$ cat config.mk
export PLATFORM = sky130hd
export DESIGN_NAME = rx_pkt_buf_mgr
export DESIGN_NICKNAME = d
export VERILOG_FILES = /design/src/rtl/rxbm_pkg.sv /design/src/rtl/rxbm_free_pool.sv /design/src/rtl/rxbm_num_fifo.sv /design/src/rtl/rx_pkt_buf_mgr.sv
export SDC_FILE = /design/constraint.sdc
export NUM_CORES = 2
export LEC_CHECK = 0
export BUFFER_PORTS_ARGS = -buffer_cell sky130_fd_sc_hd__buf_2
export CAP_MARGIN = 20
export CORE_MARGIN = 10
export CORE_UTILIZATION = 40
export CTS_BUF_LIST = sky130_fd_sc_hd__clkbuf_8
export CTS_CLUSTER_DIAMETER = 150
export DETAILED_ROUTE_END_ITERATION = 10
export PLACE_DENSITY = 0.66
export SLEW_MARGIN = 20
export SYNTH_ARGS = -nofsm -noshare
export SYNTH_HDL_FRONTEND = slang
export SYNTH_HIERARCHICAL = 1
export SYNTH_SLANG_ARGS = --single-unit
$ cat constraint.sdc
create_clock -name clk -period 5 [get_ports clk]
set_input_delay 0 -clock clk [delete_from_list [all_inputs] [get_ports clk]]
set_output_delay 0 -clock clk [all_outputs]
set_load 0.05 [all_outputs]
$ cat src/rtl/rxbm_pkg.sv
package rxbm_pkg;
    typedef enum logic [2:0] {
        ST_IDLE,
        ST_RECV,
        ST_DROP,
        ST_STAT,
        ST_BCNT
    } rxbm_state_e;
endpackage

$ cat src/rtl/rxbm_free_pool.sv
module rxbm_free_pool #(
    parameter int N = 16,
    localparam int IW = $clog2(N)
) (
    input  logic          clk,
    input  logic          rst_n,
    input  logic          take_i,
    input  logic [N-1:0]  rel_mask_i,
    output logic          avail_o,
    output logic [IW-1:0] idx_o,
    output logic [N-1:0]  free_o
);
    logic [N-1:0] free_q;
    logic [N-1:0] take_mask;

    always_comb begin
        idx_o = '0;
        for (int i = N - 1; i >= 0; i--) begin
            if (free_q[i]) idx_o = IW'(i);
        end
    end

    assign avail_o   = |free_q;
    assign free_o    = free_q;
    assign take_mask = take_i ? (N'(1) << idx_o) : '0;

    always_ff @(posedge clk) begin
        if (!rst_n) free_q <= '1;
        else        free_q <= (free_q & ~take_mask) | rel_mask_i;
    end

    p_take_avail_r2: assert property (@(posedge clk) disable iff (!rst_n)
        take_i |-> avail_o);
    p_rel_held_r9: assert property (@(posedge clk) disable iff (!rst_n)
        (rel_mask_i & free_q) == '0);
endmodule

$ cat src/rtl/rxbm_num_fifo.sv
module rxbm_num_fifo #(
    parameter int DEPTH = 8,
    parameter int W     = 3,
    localparam int PW   = $clog2(DEPTH),
    localparam int CW   = $clog2(DEPTH + 1)
) (
    input  logic         clk,
    input  logic         rst_n,
    input  logic         push_i,
    input  logic [W-1:0] data_i,
    input  logic         pop_i,
    output logic [W-1:0] head_o,
    output logic         empty_o
);
    logic [W-1:0]  slot_q [DEPTH];
    logic [PW-1:0] rd_q, wr_q;
    logic [CW-1:0] cnt_q;

    assign head_o  = slot_q[rd_q];
    assign empty_o = (cnt_q == '0);

    always_ff @(posedge clk) begin
        if (!rst_n) begin
            rd_q  <= '0;
            wr_q  <= '0;
            cnt_q <= '0;
            for (int i = 0; i < DEPTH; i++) slot_q[i] <= '0;
        end else begin
            if (push_i) begin
                slot_q[wr_q] <= data_i;
                wr_q <= (wr_q == PW'(DEPTH - 1)) ? '0 : wr_q + 1'b1;
            end
            if (pop_i) rd_q <= (rd_q == PW'(DEPTH - 1)) ? '0 : rd_q + 1'b1;
            cnt_q <= cnt_q + CW'(push_i) - CW'(pop_i);
        end
    end

    p_no_overflow_r11: assert property (@(posedge clk) disable iff (!rst_n)
        push_i |-> (cnt_q != CW'(DEPTH)));
    p_pop_nonempty_r9: assert property (@(posedge clk) disable iff (!rst_n)
        pop_i |-> !empty_o);
    p_last_pop_empties_r8: assert property (@(posedge clk) disable iff (!rst_n)
        (pop_i && !push_i && cnt_q == CW'(1)) |=> empty_o);
endmodule

$ cat src/rtl/rx_pkt_buf_mgr.sv
module rx_pkt_buf_mgr #(
    parameter int NUM_PKT    = 8,
    parameter int NUM_PAGE   = 16,
    parameter int PAGE_WORDS = 128,
    parameter int WORD_W     = 16,
    localparam int PKT_W  = $clog2(NUM_PKT),
    localparam int PG_W   = $clog2(NUM_PAGE),
    localparam int OFF_W  = $clog2(PAGE_WORDS),
    localparam int ADDR_W = PG_W + OFF_W,
    localparam int IDX_W  = $clog2(NUM_PAGE * PAGE_WORDS) + 1,
    localparam int CNT_W  = $clog2(NUM_PAGE) + 1
) (
    input  logic              clk,
    input  logic              rst_n,
    input  logic              rx_en_i,
    input  logic              frm_start_i,
    input  logic              frm_vld_i,
    input  logic [WORD_W-1:0] frm_data_i,
    input  logic              frm_end_i,
    input  logic              frm_crc_ok_i,
    input  logic              frm_ovr_i,
    input  logic              host_rel_i,
    output logic              mem_we_o,
    output logic [ADDR_W-1:0] mem_addr_o,
    output logic [WORD_W-1:0] mem_wdata_o,
    output logic [PKT_W-1:0]  rxq_head_o,
    output logic              rxq_empty_o,
    output logic              rx_int_o
);
    import rxbm_pkg::*;

    rxbm_state_e       state_q, state_d;
    logic [PKT_W-1:0]  cur_pkt_q;
    logic [PG_W-1:0]   first_pg_q, cur_pg_q;
    logic [IDX_W-1:0]  widx_q;
    logic [PG_W-1:0]   pg_tab_q [NUM_PKT][NUM_PAGE];
    logic [CNT_W-1:0]  pg_cnt_q [NUM_PKT];

    logic              pg_take, pkt_take, drop_free, q_push, q_pop;
    logic              pg_avail, pkt_avail;
    logic [PG_W-1:0]   pg_idx;
    logic [PKT_W-1:0]  pkt_idx;
    logic [NUM_PAGE-1:0] pg_rel, pg_free;
    logic [NUM_PKT-1:0]  pkt_rel, pkt_free;
    logic              need_pg;

    assign need_pg     = (widx_q[OFF_W-1:0] == '0);
    assign q_pop       = host_rel_i && !rxq_empty_o;
    assign rx_int_o    = !rxq_empty_o;

    // state register
    always_ff @(posedge clk) begin
        if (!rst_n) state_q <= ST_IDLE;
        else        state_q <= state_d;
    end

    // next state and outputs
    always_comb begin
        state_d     = state_q;
        pg_take     = 1'b0;
        pkt_take    = 1'b0;
        drop_free   = 1'b0;
        q_push      = 1'b0;
        mem_we_o    = 1'b0;
        mem_addr_o  = '0;
        mem_wdata_o = '0;
        unique case (state_q)
            ST_IDLE: begin
                if (rx_en_i && frm_start_i && pg_avail && pkt_avail) begin
                    pg_take  = 1'b1;
                    pkt_take = 1'b1;
                    state_d  = ST_RECV;
                end
            end
            ST_RECV: begin
                if (frm_end_i) begin
                    if (frm_crc_ok_i && !frm_ovr_i) state_d = ST_STAT;
                    else begin
                        drop_free = 1'b1;
                        state_d   = ST_IDLE;
                    end
                end else if (frm_vld_i) begin
                    if (need_pg && !pg_avail) begin
                        drop_free = 1'b1;
                        state_d   = ST_DROP;
                    end else begin
                        pg_take     = need_pg;
                        mem_we_o    = 1'b1;
                        mem_addr_o  = {need_pg ? pg_idx : cur_pg_q, widx_q[OFF_W-1:0]};
                        mem_wdata_o = frm_data_i;
                    end
                end
            end
            ST_DROP: begin
                if (frm_end_i) state_d = ST_IDLE;
            end
            ST_STAT: begin
                mem_we_o    = 1'b1;
                mem_addr_o  = {first_pg_q, OFF_W'(0)};
                mem_wdata_o = {1'b1, (WORD_W-1)'(pg_cnt_q[cur_pkt_q])};
                state_d     = ST_BCNT;
            end
            ST_BCNT: begin
                mem_we_o    = 1'b1;
                mem_addr_o  = {first_pg_q, OFF_W'(1)};
                mem_wdata_o = WORD_W'({widx_q, 1'b0});
                q_push      = 1'b1;
                state_d     = ST_IDLE;
            end
            default: state_d = ST_IDLE;
        endcase
    end

    // frame context and per-packet page lists
    always_ff @(posedge clk) begin
        if (!rst_n) begin
            cur_pkt_q  <= '0;
            first_pg_q <= '0;
            cur_pg_q   <= '0;
            widx_q     <= '0;
            for (int p = 0; p < NUM_PKT; p++) begin
                pg_cnt_q[p] <= '0;
                for (int i = 0; i < NUM_PAGE; i++) pg_tab_q[p][i] <= '0;
            end
        end else if (pkt_take) begin
            cur_pkt_q              <= pkt_idx;
            first_pg_q             <= pg_idx;
            cur_pg_q               <= pg_idx;
            widx_q                 <= IDX_W'(2);
            pg_tab_q[pkt_idx][0]   <= pg_idx;
            pg_cnt_q[pkt_idx]      <= CNT_W'(1);
        end else if (state_q == ST_RECV && mem_we_o) begin
            widx_q <= widx_q + 1'b1;
            if (pg_take) begin
                cur_pg_q <= pg_idx;
                pg_tab_q[cur_pkt_q][pg_cnt_q[cur_pkt_q][PG_W-1:0]] <= pg_idx;
                pg_cnt_q[cur_pkt_q] <= pg_cnt_q[cur_pkt_q] + 1'b1;
            end
        end
    end

    // release masks for a dropped frame and a host release
    always_comb begin
        pg_rel = '0;
        for (int i = 0; i < NUM_PAGE; i++) begin
            if (drop_free && CNT_W'(i) < pg_cnt_q[cur_pkt_q])
                pg_rel[pg_tab_q[cur_pkt_q][i]] = 1'b1;
            if (q_pop && CNT_W'(i) < pg_cnt_q[rxq_head_o])
                pg_rel[pg_tab_q[rxq_head_o][i]] = 1'b1;
        end
        pkt_rel = (drop_free ? (NUM_PKT'(1) << cur_pkt_q) : '0)
                | (q_pop ? (NUM_PKT'(1) << rxq_head_o) : '0);
    end

    rxbm_free_pool #(.N(NUM_PAGE)) u_pages (
        .clk(clk), .rst_n(rst_n), .take_i(pg_take), .rel_mask_i(pg_rel),
        .avail_o(pg_avail), .idx_o(pg_idx), .free_o(pg_free)
    );

    rxbm_free_pool #(.N(NUM_PKT)) u_nums (
        .clk(clk), .rst_n(rst_n), .take_i(pkt_take), .rel_mask_i(pkt_rel),
        .avail_o(pkt_avail), .idx_o(pkt_idx), .free_o(pkt_free)
    );

    rxbm_num_fifo #(.DEPTH(NUM_PKT), .W(PKT_W)) u_rxq (
        .clk(clk), .rst_n(rst_n), .push_i(q_push), .data_i(cur_pkt_q),
        .pop_i(q_pop), .head_o(rxq_head_o), .empty_o(rxq_empty_o)
    );

    p_write_owned_page_r3: assert property (@(posedge clk) disable iff (!rst_n)
        (mem_we_o && !pg_take) |-> !pg_free[mem_addr_o[ADDR_W-1:OFF_W]]);
    p_push_owned_num_r4: assert property (@(posedge clk) disable iff (!rst_n)
        q_push |-> !pkt_free[cur_pkt_q]);
    p_idle_no_write_r7: assert property (@(posedge clk) disable iff (!rst_n)
        (state_q == ST_IDLE || state_q == ST_DROP) |-> !mem_we_o);
    p_drop_leaves_queue_r5: assert property (@(posedge clk) disable iff (!rst_n)
        (drop_free && !q_pop) |=> $stable(rxq_empty_o));
endmodule

==> results by group <==
Die
  • Placeable Area: just over 100000 sq um
  • Die Footprint: about 120000 sq um
  • Initial core utilization: 0.404
  • Die height: approximately 340 um
  • # rows: ~120
  • IO Pins: between 50 and 60
  • Die Width: 344 um

Flow run
  • Max Cap Viol: 0

CTS
  • Worst-Skew Late Latency: 0.80 ns
  • Worst-path clk slew: approximately 0.060 ns
  • CTS buffer count: between 100 and 150
  • Clock root buffer: clkbuf_8
  • CTS H-tree lvls: 3
  • Max Root-Sink Buffers: 3
  • Clock sinks: about 640
  • CTS tree: yes

Power
  • Power density cells: just under 400 nW/um^2
  • Peak supply drop: between 0.0002 and 0.0003 V
  • Leakage: 0.0191 uW

Place
  • Hpwl dp: approximately 140 mm
  • IO Port Bufs: 57
  • Post-placement cell count: ~5400
  • Gp weighted congestion: 1.15

Drt
  • DRC Markers: 0
  • Drt wl/cell: 33.7 um
  • Pre-Repair DR Iteration Count: 7
  • Drt total wl: about 190 mm
  • Routed Antenna Nets: 0
  • Drt via density: 6.57
  • Initial drt markers: ~5600
  • Total number of vias: approximately 37000

Outcome
  • Status: completed

Final layout
  • Fin nets: 4217
  • Non-filler cells, final: between 5000 and 6000
  • Layout filler cell count: approximately 9600
  • Share of cells above drive strength 1: 0.236
  • Area delta synth->final: 14.8%

Setup path
  • Worst-case reg-to-reg path depth: 15
  • R2R Path End: u_pages/free_o[9]
  • Crit path DAT: about 5.6 ns
  • Crit. End Element: flip-flop
  • CP startpoint kind: flip-flop
  • CP required: 5.63 ns
  • Setup CP Type: reg2reg
  • Reg2reg setup slack: about 0.068 ns
  • CP max FO: 20

Logic synthesis
  • Async set-reset flop share out of synthesis: 0
  • Syn nets: about 4000
  • Sequential area share after synthesis: 0.444
  • #FFs+latches synth: around 640
  • Yosys cell types: between 100 and 150
  • Avg Cell Area, Syn: 10.6 sq um
  • Synthesized area: around 42000 sq um
  • Ys flop type: edfxtp_1
  • Post-Syn Instances: 3975
  • Post-synth EDFFs: around 580
  • Synth warn: 6

GRT
  • Global-route wire length before repair: 265 mm
  • Initial antenna violation count: 15
  • GRT overflow: 0
  • Pin count of the biggest net entering global routing: 81
  • Vias in the first global route: between 30000 and 40000
  • All-layer global routing usage: 0.312

Timing
  • Max Slew Vio Count: 0
  • Worst relative slew slack: 0.185
  • Hold Vio Cnt, Final: 0
  • Fmax: 0.203 GHz
  • Post-route setup TNS: 0 ns
  • RSZ-0062 raised after global routing: false
  • Worst clock skew: between 0.03 and 0.04 ns
  • Tightest Pin Transition: roughly 1.2 ns
  • Share of the clock period used by the worst path: 0.986
  • Final min period: 4.93 ns
  • Setup Viol. Count Final: 0

Min path
  • Hold WC Path Type: in2reg
  • Hold EP: u_nums/free_o[1]
  • Hold-critical path depth: 3
  • Worst hold start: rst_n
-- flip-flops by register name (all words and copies together), names as in the netlist, named ones only --
register / count
cur_pkt_q: 3
u_rxq/wr_q: 3
cur_pg_q: 4
u_rxq/slot_q: 24
u_rxq/rd_q: 3
pg_cnt_q: 40
state_q: 3
pg_tab_q: 512
u_nums/free_o: 8
first_pg_q: 4
u_pages/free_o: 16
widx_q: 12
u_rxq/cnt_q: 4
-- layout make-up --
class	count	area, sq um	area share
multi-input cells	2897	21500	0.446
clock inverters	89	658	0.0137
well taps	1380	1730	0.0358
repair buffers	453	3800	0.0789
diodes	4	10.0	0.000208
clock buffers	113	1560	0.0323
inverters	72	280	0.00582
flip-flops and latches	642	18600	0.387
-- critical path: stages, from the launching register on --
cell and delay [ns]:
dfxtp_1 0.37, mux4_1 0.59, mux2_8 0.44, buf_4 0.23
or2_1 0.27, o32a_1 0.23, and4_1 0.32, buf_4 0.25
a31oi_1 0.19, buf_4 0.20, nor2_1 0.12, a221o_1 0.42
nor4_1 0.60, buf_4 0.22, nand4_1 0.12, nand3b_1 0.18
-- kinds of logic (layout without fill, tap and decap cells) --
family	count (synthesis)	count (layout)	synth area share
AOI/OAI and AO/OA	575	575	0.105
DFF	642	642	0.444
muxes	454	454	0.163
and+or+nand+nor	1838	1838	0.231
xor gates and xnor gates	14	14	0.00292
other	0	4	0
buffers and inverters	436	727	0.0498
adders and majority gates	16	16	0.00495
-- metal layers --
layer  GRT usage  part of all wire
met5           0           0.00056
met4       0.152             0.057
met3      0.0581              0.11
met2       0.482              0.44
met1       0.419              0.39
-- report_power, final --
group          total, uW  leakage (uW)  switching [uW]  internal (uW)
sequential          6180       0.00648             152           6030
combinational       7580        0.0114            4960           2620
clock               4930       0.00123            2310           2620
-- repair_timing --
item,in CTS,in global routing
hold buffers,10,0
endpoints found under the hold margin,176,0
endpoints found under the setup margin,3,527
setup buffers,0,2
pin swaps,0,1
gates cloned,0,0
resized for setup,3,16
-- cells in the mapped netlist, drive strengths merged, types with 21 or more instances --
master,instances,area (sq um)
edfxtp,576,17300
and3,528,3310
nand2,475,1780
nor2,250,938
clkbuf,246,925
mux4,164,3720
mux2i,151,1570
mux2,139,1570
buf,118,888
nor3,118,596
o22ai,116,726
nand3,85,430
inv,71,272
dfxtp,66,1320
nand2b,58,363
a21oi,55,283
a211oi,54,410
and2,50,313
nand4,47,300
nor2b,43,269
a22oi,42,315
o21ai,42,214
nor4,39,272
o32ai,37,324
or2,27,169
or3,26,168
a221oi,23,238
a211o,21,184
-- cells in the final DEF, fill, tap and decap left out, drive strengths merged, types with 18 or more instances in the layout --
cell type  count
mux4         164
nand4         47
a221oi        23
nor3b         18
nor3         118
buf          443
mux2i        151
or2           27
a211oi        54
a21oi         55
mux2         139
dfxtp         66
a22oi         42
o32ai         37
nor2b         43
nand2b        58
nor2         250
clkbuf       113
or3           26
clkinv        49
and3         528
o22ai        116
nand3b        18
o21ai         42
edfxtp       576
nand3         85
inv           99
nor4          39
nand2        475
a211o         21
and2          50
-- worst max-delay path by stage --
stage	from	endpoint	cells after the start
4_1_cts	flip-flop	u_pages/free_o[10]	13
3_5_place_dp	flip-flop	u_pages/free_o[4]	14
5_1_grt	flip-flop	u_pages/free_o[10]	15
2_1_floorplan	flip-flop	u_pages/free_o[10]	16
6_report	flip-flop	u_pages/free_o[9]	15
3_3_place_gp	flip-flop	u_pages/free_o[4]	14
-- stage by stage --
step	hold slack, ns	instance area [sq um]	setup WS [ns]	power, uW	util
floorplan	0.0831	42000	0.600	10000	-
global placement	0.379	45700	-0.0645	13500	0.441
detailed placement	0.381	45800	-0.0935	13500	0.441
CTS	0.203	48100	0.0282	18400	0.463
global route	0.226	48200	0.0194	19100	0.464
finish	0.219	48200	0.0678	18700	0.464
(Power assumes the default switching activity.)
